<file path="config.mk">
export PLATFORM = sky130hd
export DESIGN_NAME = pmatch_engine
export DESIGN_NICKNAME = d
export VERILOG_FILES = /design/src/rtl/pme_pkg.sv /design/src/rtl/pme_regs.sv /design/src/rtl/pme_slice.sv /design/src/rtl/pme_combine.sv /design/src/rtl/pmatch_engine.sv
export SDC_FILE = /design/constraint.sdc
export NUM_CORES = 1
export LEC_CHECK = 0
export CORE_MARGIN = 4
export CORE_UTILIZATION = 46
export CTS_BUF_LIST = sky130_fd_sc_hd__clkbuf_2 sky130_fd_sc_hd__clkbuf_4 sky130_fd_sc_hd__clkbuf_8
export CTS_CLUSTER_SIZE = 25
export DETAILED_ROUTE_END_ITERATION = 7
export GPL_TIMING_DRIVEN = 1
export PLACE_DENSITY = 0.71
export SYNTH_ARGS = -nofsm -noshare
export SYNTH_HDL_FRONTEND = slang
export SYNTH_SLANG_ARGS = --single-unit
</file>
<file path="constraint.sdc">
create_clock -name clk -period 6.35 [get_ports clk]
set_clock_uncertainty 0.2 [all_clocks]
set_input_delay 1.27 -clock clk [delete_from_list [all_inputs] [get_ports clk]]
set_output_delay 1.27 -clock clk [all_outputs]
set_load 0.005 [all_outputs]
</file>
<file path="src/rtl/pme_pkg.sv">
package pme_pkg;
  typedef enum logic [2:0] {
    C_ONE    = 3'd0,
    C_RISE   = 3'd1,
    C_FALL   = 3'd2,
    C_ANY    = 3'd3,
    C_HIGH   = 3'd4,
    C_LOW    = 3'd5,
    C_ZERO   = 3'd6,
    C_TOGGLE = 3'd7
  } cond_e;

  localparam logic [1:0] SEL_CTRL = 2'd0;
  localparam logic [1:0] SEL_SRC  = 2'd1;
  localparam logic [1:0] SEL_COND = 2'd2;

  localparam int FIELD_LSB = 8;
  localparam int COND_W    = 3;
endpackage

</file>
<file path="src/rtl/pme_regs.sv">
module pme_regs #(
  parameter int NUM_SLICES = 8,
  parameter int SEL_W      = 3,
  parameter int DATA_W     = 32
) (
  input  logic                          clk,
  input  logic                          rst,
  input  logic                          wr_en,
  input  logic [1:0]                    wr_sel,
  input  logic [DATA_W-1:0]             wr_data,
  output logic                          mode_q,
  output logic                          evt_en_q,
  output logic [NUM_SLICES*SEL_W-1:0]   src_q,
  output logic [NUM_SLICES*3-1:0]       cond_q,
  output logic [NUM_SLICES-1:0]         endpt,
  output logic                          edge_clr
);
  import pme_pkg::*;
  localparam int SRC_BITS  = NUM_SLICES * SEL_W;
  localparam int COND_BITS = NUM_SLICES * COND_W;

  logic [NUM_SLICES-2:0] endpt_q;

  always_ff @(posedge clk) begin
    if (rst) begin
      mode_q   <= 1'b0;
      evt_en_q <= 1'b0;
      src_q    <= '0;
      cond_q   <= '0;
      endpt_q  <= '0;
    end else if (wr_en) begin
      case (wr_sel)
        SEL_CTRL: begin
          mode_q   <= wr_data[0];
          evt_en_q <= wr_data[1];
        end
        SEL_SRC:  src_q <= wr_data[FIELD_LSB +: SRC_BITS];
        SEL_COND: begin
          cond_q  <= wr_data[FIELD_LSB +: COND_BITS];
          endpt_q <= wr_data[NUM_SLICES-2:0];
        end
        default: ;
      endcase
    end
  end

  assign endpt    = {1'b1, endpt_q};
  assign edge_clr = wr_en && (wr_sel == SEL_SRC || wr_sel == SEL_COND);
endmodule

</file>
<file path="src/rtl/pme_slice.sv">
module pme_slice #(
  parameter int NUM_CHAN = 8,
  parameter int SEL_W    = 3
) (
  input  logic                clk,
  input  logic                rst,
  input  logic [NUM_CHAN-1:0] chan_now,
  input  logic [NUM_CHAN-1:0] chan_prev,
  input  logic [SEL_W-1:0]    sel,
  input  pme_pkg::cond_e      cond,
  input  logic                clr,
  output logic                hit,
  output logic                held_q
);
  import pme_pkg::*;
  logic cur, old, rise, fall, edge_hit;

  assign cur  = chan_now[sel];
  assign old  = chan_prev[sel];
  assign rise = cur & ~old;
  assign fall = ~cur & old;

  always_comb begin
    case (cond)
      C_RISE:  edge_hit = rise;
      C_FALL:  edge_hit = fall;
      C_ANY:   edge_hit = rise | fall;
      default: edge_hit = 1'b0;
    endcase
  end

  always_ff @(posedge clk) begin
    if (rst || clr) held_q <= 1'b0;
    else if (edge_hit) held_q <= 1'b1;
  end

  always_comb begin
    case (cond)
      C_ONE:    hit = 1'b1;
      C_RISE, C_FALL, C_ANY: hit = held_q | edge_hit;
      C_HIGH:   hit = cur;
      C_LOW:    hit = ~cur;
      C_ZERO:   hit = 1'b0;
      default:  hit = rise | fall;
    endcase
  end
endmodule

</file>
<file path="src/rtl/pme_combine.sv">
module pme_combine #(
  parameter int NUM_SLICES = 8
) (
  input  logic [NUM_SLICES-1:0] hit,
  input  logic [NUM_SLICES-1:0] endpt,
  output logic [NUM_SLICES-1:0] term
);
  logic acc;
  always_comb begin
    acc  = 1'b1;
    term = '0;
    for (int i = 0; i < NUM_SLICES; i++) begin
      acc = acc & hit[i];
      if (endpt[i]) begin
        term[i] = acc;
        acc     = 1'b1;
      end
    end
  end
endmodule

</file>
<file path="src/rtl/pmatch_engine.sv">
module pmatch_engine #(
  parameter int NUM_SLICES = 8,
  parameter int NUM_CHAN   = 8,
  parameter int DATA_W     = 32
) (
  input  logic                  clk,
  input  logic                  rst,
  input  logic                  wr_en,
  input  logic [1:0]            wr_sel,
  input  logic [DATA_W-1:0]     wr_data,
  input  logic [NUM_CHAN-1:0]   chan_in,
  output logic [NUM_SLICES-1:0] match_state,
  output logic [NUM_SLICES-1:0] pm_irq,
  output logic                  pm_event,
  output logic [DATA_W-1:0]     ctrl_rdata
);
  import pme_pkg::*;
  localparam int SEL_W  = (NUM_CHAN > 1) ? $clog2(NUM_CHAN) : 1;
  localparam int ZERO_W = DATA_W - NUM_SLICES - 2;

  logic                        mode_q, evt_en_q, edge_clr;
  logic [NUM_SLICES*SEL_W-1:0] src_q;
  logic [NUM_SLICES*3-1:0]     cond_q;
  logic [NUM_SLICES-1:0]       endpt, hit, held, term;
  logic [NUM_CHAN-1:0]         chan_d, chan_dd;
  logic                        any_term, any_q;

  pme_regs #(.NUM_SLICES(NUM_SLICES), .SEL_W(SEL_W), .DATA_W(DATA_W)) u_regs (
    .clk(clk), .rst(rst), .wr_en(wr_en), .wr_sel(wr_sel), .wr_data(wr_data),
    .mode_q(mode_q), .evt_en_q(evt_en_q), .src_q(src_q), .cond_q(cond_q),
    .endpt(endpt), .edge_clr(edge_clr)
  );

  always_ff @(posedge clk) begin
    if (rst) begin
      chan_d  <= '0;
      chan_dd <= '0;
    end else begin
      chan_d  <= chan_in;
      chan_dd <= chan_d;
    end
  end

  for (genvar g = 0; g < NUM_SLICES; g++) begin : g_slice
    pme_slice #(.NUM_CHAN(NUM_CHAN), .SEL_W(SEL_W)) u_slice (
      .clk(clk), .rst(rst), .chan_now(chan_d), .chan_prev(chan_dd),
      .sel(src_q[g*SEL_W +: SEL_W]), .cond(cond_e'(cond_q[g*3 +: 3])),
      .clr(edge_clr), .hit(hit[g]), .held_q(held[g])
    );
  end

  pme_combine #(.NUM_SLICES(NUM_SLICES)) u_comb (
    .hit(hit), .endpt(endpt), .term(term)
  );

  assign any_term = mode_q & (|term);

  always_ff @(posedge clk) begin
    if (rst) begin
      match_state <= '0;
      pm_irq      <= '0;
      pm_event    <= 1'b0;
      any_q       <= 1'b0;
    end else begin
      match_state <= hit;
      pm_irq      <= mode_q ? term : '0;
      pm_event    <= any_term & ~any_q & evt_en_q;
      any_q       <= any_term;
    end
  end

  assign ctrl_rdata = {match_state, {ZERO_W{1'b0}}, evt_en_q, mode_q};
endmodule

</file>
==> flow_results.org <==
** Outcome
- Run status :: complete, no violations

** Final layout
- 0 antenna diodes ended up in the layout.
- Share of final-layout standard cells stronger than drive strength 1 :: 0.0937
- The count of cells in the finished layout, fillers not included, comes to between 700 and 800.
- Number of filler cells placed in the layout :: between 1000 and 1500
- From synthesis to final layout, the design area changed by 14.9%.
- For this run, the share of the core covered by cells in the final layout is 0.545.
- Finished layout cell area :: 6280 sq um
- Total number of nets in the final design :: a little over 700

** Place
- Sum of net half-perimeters after detailed placement :: roughly 9000 microns
- Buffers placed on the I/O ports in this run total 70.
- Cell count after placement :: 780
- In this run the cell area measured after placement is 6080 sq um.
- Global placement routability congestion :: around 0.81

** Critical path
- Element type at the critical path start :: flop
- Critical path required time :: about 6.5 ns
- Reg2Reg Launch Point :: u_regs.src_q[0]$_SDFFE_PP0P_
- The number of buffers and inverters on the critical path is 1.
- Maximum cell stage delay along the critical path :: 0.60 ns
- Critical path peak fanout :: 7
- The critical path goes through mux4_1, mux2i_1, inv_1, ha_1, or2b_2, a32o_1, a211oi_4, a211oi_2, nor4_2, o21ai_1, a31oi_1.
- The cell family contributing the most delay on the critical path is compound AO/OA/AOI/OAI gates.
- On the critical path, the stage with the largest delay is an instance of mux4_1.
- Worst Setup End Kind :: flop
- In this run the register-to-register setup slack is between 2 and 3 ns.
- The setup path with the least slack is of type flop to flop.
- CP Data Arrival Time :: just under 4 ns
- CP Launch Point :: u_regs.src_q[0]$_SDFFE_PP0P_

** STA
- Setup total negative slack on the finished layout was measured at 0 ns.
- Highest clock rate :: around 0.26 GHz
- Of the available clock period, the critical path in the final layout requires 0.603.
- Number of pins exceeding their max-slew limit in the final report :: 0
- Setup repair after global routing left no endpoint under its margin.
- Slew @ Worst Pin :: 1.23 ns
- In this run the tightest slew margin relative to its limit is 0.181.
- Min Clock Period, post-route :: 3.83 ns
- Setup-violating endpoint count in the final report :: 0
- The total count of hold-check failures in the final report came to 0.

** Routing
- Vias after detailed routing :: roughly 4300
- DR WL/cell :: 15.8 microns
- The first routing iteration left roughly 350 violations.
- Number of search-and-repair iterations in the first detailed-routing pass :: 5
- Drt drc :: 0
- Detail Route Antenna Nets :: 0
- Using the TritonRoute via totals, the vias-per-cell ratio works out to ~5.5.
- Summed over all layers, the routed wires come to ~13000 microns.

** Synth
- The Yosys step of the flow raised 0 warnings.
- Number of synthesized flops with an enable pin :: 0
- Yosys cell types :: 58
- Of all flip-flops after synthesis, the portion carrying an async set or reset was 0.
- Area of the mapped netlist :: 5470 sq um
- Each instance of the synthesized netlist takes up on average slightly above 9 sq um.
- The share of synthesized area in the top cell type comes to 0.363.
- For this run, the register share of the synthesized area comes to 0.363.
- The biggest area contributor in the post-synthesis netlist is dfxtp_1.
- By area the synthesized netlist is led by dfxtp_1 36%, mux4_2 11%, nand2_1 8.6%, a21oi_1 6.4%, buf_4 4.4%.
- Predominant post-synthesis flop cell :: dfxtp_1
- Cell count after synthesis :: 602
- Number of synthesized register bits :: 99

** Clock tree
- The clock net in this run drives a total of 99 sinks.
- Number of gates resized after cts :: 0
- After clock tree synthesis, the clock-pin slew on the worst setup and hold paths is roughly 0.09 ns.
- The longest clock path from root to sink contains 2 buffers.
- At the later pin of the worst-skew pair, clock insertion delay measures 0.37 ns.
- CTS tree :: built
- The clock tree synthesis step divided the H-tree into 3 levels.
- Counting the buffers created by CTS gives 9.
- Count of hold-fix buffers inserted at cts :: 0
- The root buffer cell chosen for the clock tree is clkbuf_8.
- Once the clock tree was built, the setup fixing pass inserted 0 buffers.

** Global routing
- The via count of the first global-routing pass was about 4400.
- Entering global routing, the biggest net connects 45 pins.
- For this run, the total global-route usage over all layers was measured as 0.195.
- The first global-routing pass estimated ~21000 microns of wire.
- Final global-route overflow total :: 0
- Number of antenna violations at the first check in global routing :: 0

** Power
- Dividing total power by cell area gives a power density of around 210 nW/um^2.
- Leakage power :: roughly 2.3 nW
- After layout, the design draws a total of around 1.3 mW.
- Maximum vdd drop :: about 0.1 mV

** Floorplan
- DIE AREA :: between 10000 and 15000 sq um
- For this configuration, the core starts out at a cell density of 0.475.
- The floorplan has 39 rows.
- The total area inside the core boundary comes to roughly 12000 sq um.
- Top-level port count :: 94
- The floorplan step set the die width to 117 microns.
- The floorplan step set the die height to between 100 and 150 microns.

** Hold path
- In this run the worst hold path is classified as flop to flop.
- Source of the worst hold timing path :: g_slice[1].u_slice.held_q$_SDFFE_PP0P_

** Run
- Max capacitance violation total :: 0
worst min-delay path, stage by stage (launching register included):
cell,delay [ns]
dfxtp_1,0.34
a21oi_1,0.04
nor2_1,0.07
routing by layer:
metal | vias up | wire [microns] | share of wire | GRT usage
met4 | 0 | 230 | 0.018 | 0.0703
met2 | 122 | 6280 | 0.50 | 0.341
met1 | 2075 | 5310 | 0.42 | 0.237
li1 | 2131 | - | - | -
met5 | - | 0 | 0 | 0
met3 | 16 | 760 | 0.060 | 0.0401
cells by family (layout without fill, tap and decap cells):
group / after synthesis / in the layout / share of synthesized area
buf+inv: 81 / 109 / 0.0808
compound gates: 115 / 115 / 0.131
flops: 99 / 99 / 0.363
other cells: 1 / 22 / 0.000686
mux: 54 / 54 / 0.177
simple gates: 232 / 232 / 0.202
fa+ha+maj: 20 / 20 / 0.0456
registers in the layout (all words and copies together) (netlist names):
signal	flops
chan_d	8
u_regs.evt_en_q	1
u_regs.mode_q	1
g_slice.u_slice.held_q	8
u_regs.cond_q	24
chan_dd	8
u_regs.src_q	24
u_regs.endpt_q	7
any_q	1
pm_event	1
match_state	8
pm_irq	8
final cells by class:
cell class	count	area, sq um	share of cell area
multi-input combinational	443	3120	0.497
sequential	99	1980	0.316
timing repair buffer	72	711	0.113
tap	143	179	0.0285
clock buffer	11	151	0.0241
inverter	23	86.3	0.0138
clock inverter	3	47.5	0.00757
synthesized netlist by cell type, types with 3 or more instances:
| library cell | n |
|---|---|
| nor3_1 | 4 |
| mux2i_1 | 20 |
| buf_4 | 32 |
| inv_1 | 22 |
| nand2_1 | 125 |
| mux4_2 | 26 |
| a211oi_1 | 3 |
| clkbuf_1 | 22 |
| nand3b_1 | 11 |
| nor2_1 | 29 |
| a21oi_1 | 70 |
| nand2b_1 | 5 |
| mux4_1 | 5 |
| a31oi_1 | 7 |
| o21ai_0 | 7 |
| ha_1 | 19 |
| nand3_1 | 8 |
| nor2b_1 | 32 |
| o21bai_1 | 5 |
| and2b_2 | 3 |
| dfxtp_1 | 99 |
final timing paths:
path,depth (start not counted),endpoint
max,11,pm_event$_SDFF_PP0_
min,2,g_slice[1].u_slice.held_q$_SDFFE_PP0P_
max reg2reg,11,pm_event$_SDFF_PP0_
min reg2reg,2,g_slice[1].u_slice.held_q$_SDFFE_PP0P_
cells in the final DEF, fill, tap and decap left out, types with 3 or more instances in the layout:
cell type / n
nor3_1: 4
o21ai_0: 7
ha_1: 19
clkbuf_8: 11
nor2_1: 29
nand3b_1: 11
nand3_1: 8
conb_1: 22
inv_1: 22
mux4_1: 5
and2b_2: 3
nor2b_1: 32
mux2i_1: 20
a21oi_1: 70
nand2b_1: 5
a211oi_1: 3
nand2_1: 125
o21bai_1: 5
dfxtp_1: 99
clkdlybuf4s50_1: 69
mux4_2: 26
a31oi_1: 7
per-stage QoR:
| step | hold WS [ns] | worst slack (ns) |
|---|---|---|
| 3_5_place_dp | 0.260 | 2.56 |
| 3_3_place_gp | 0.252 | 2.66 |
| 6_report | 0.278 | 2.52 |
| 2_1_floorplan | 0.230 | 3.00 |
| 4_1_cts | 0.284 | 2.54 |
| 5_1_grt | 0.319 | 2.34 |
power breakdown:
| group | leakage [nW] | total, mW | switching [mW] | internal (mW) |
|---|---|---|---|---|
| clock | 0.102 | 0.420 | 0.219 | 0.202 |
| sequential | 0.808 | 0.676 | 0.0333 | 0.643 |
| combinational | 1.42 | 0.197 | 0.0922 | 0.105 |
(Power assumes the default switching activity.)
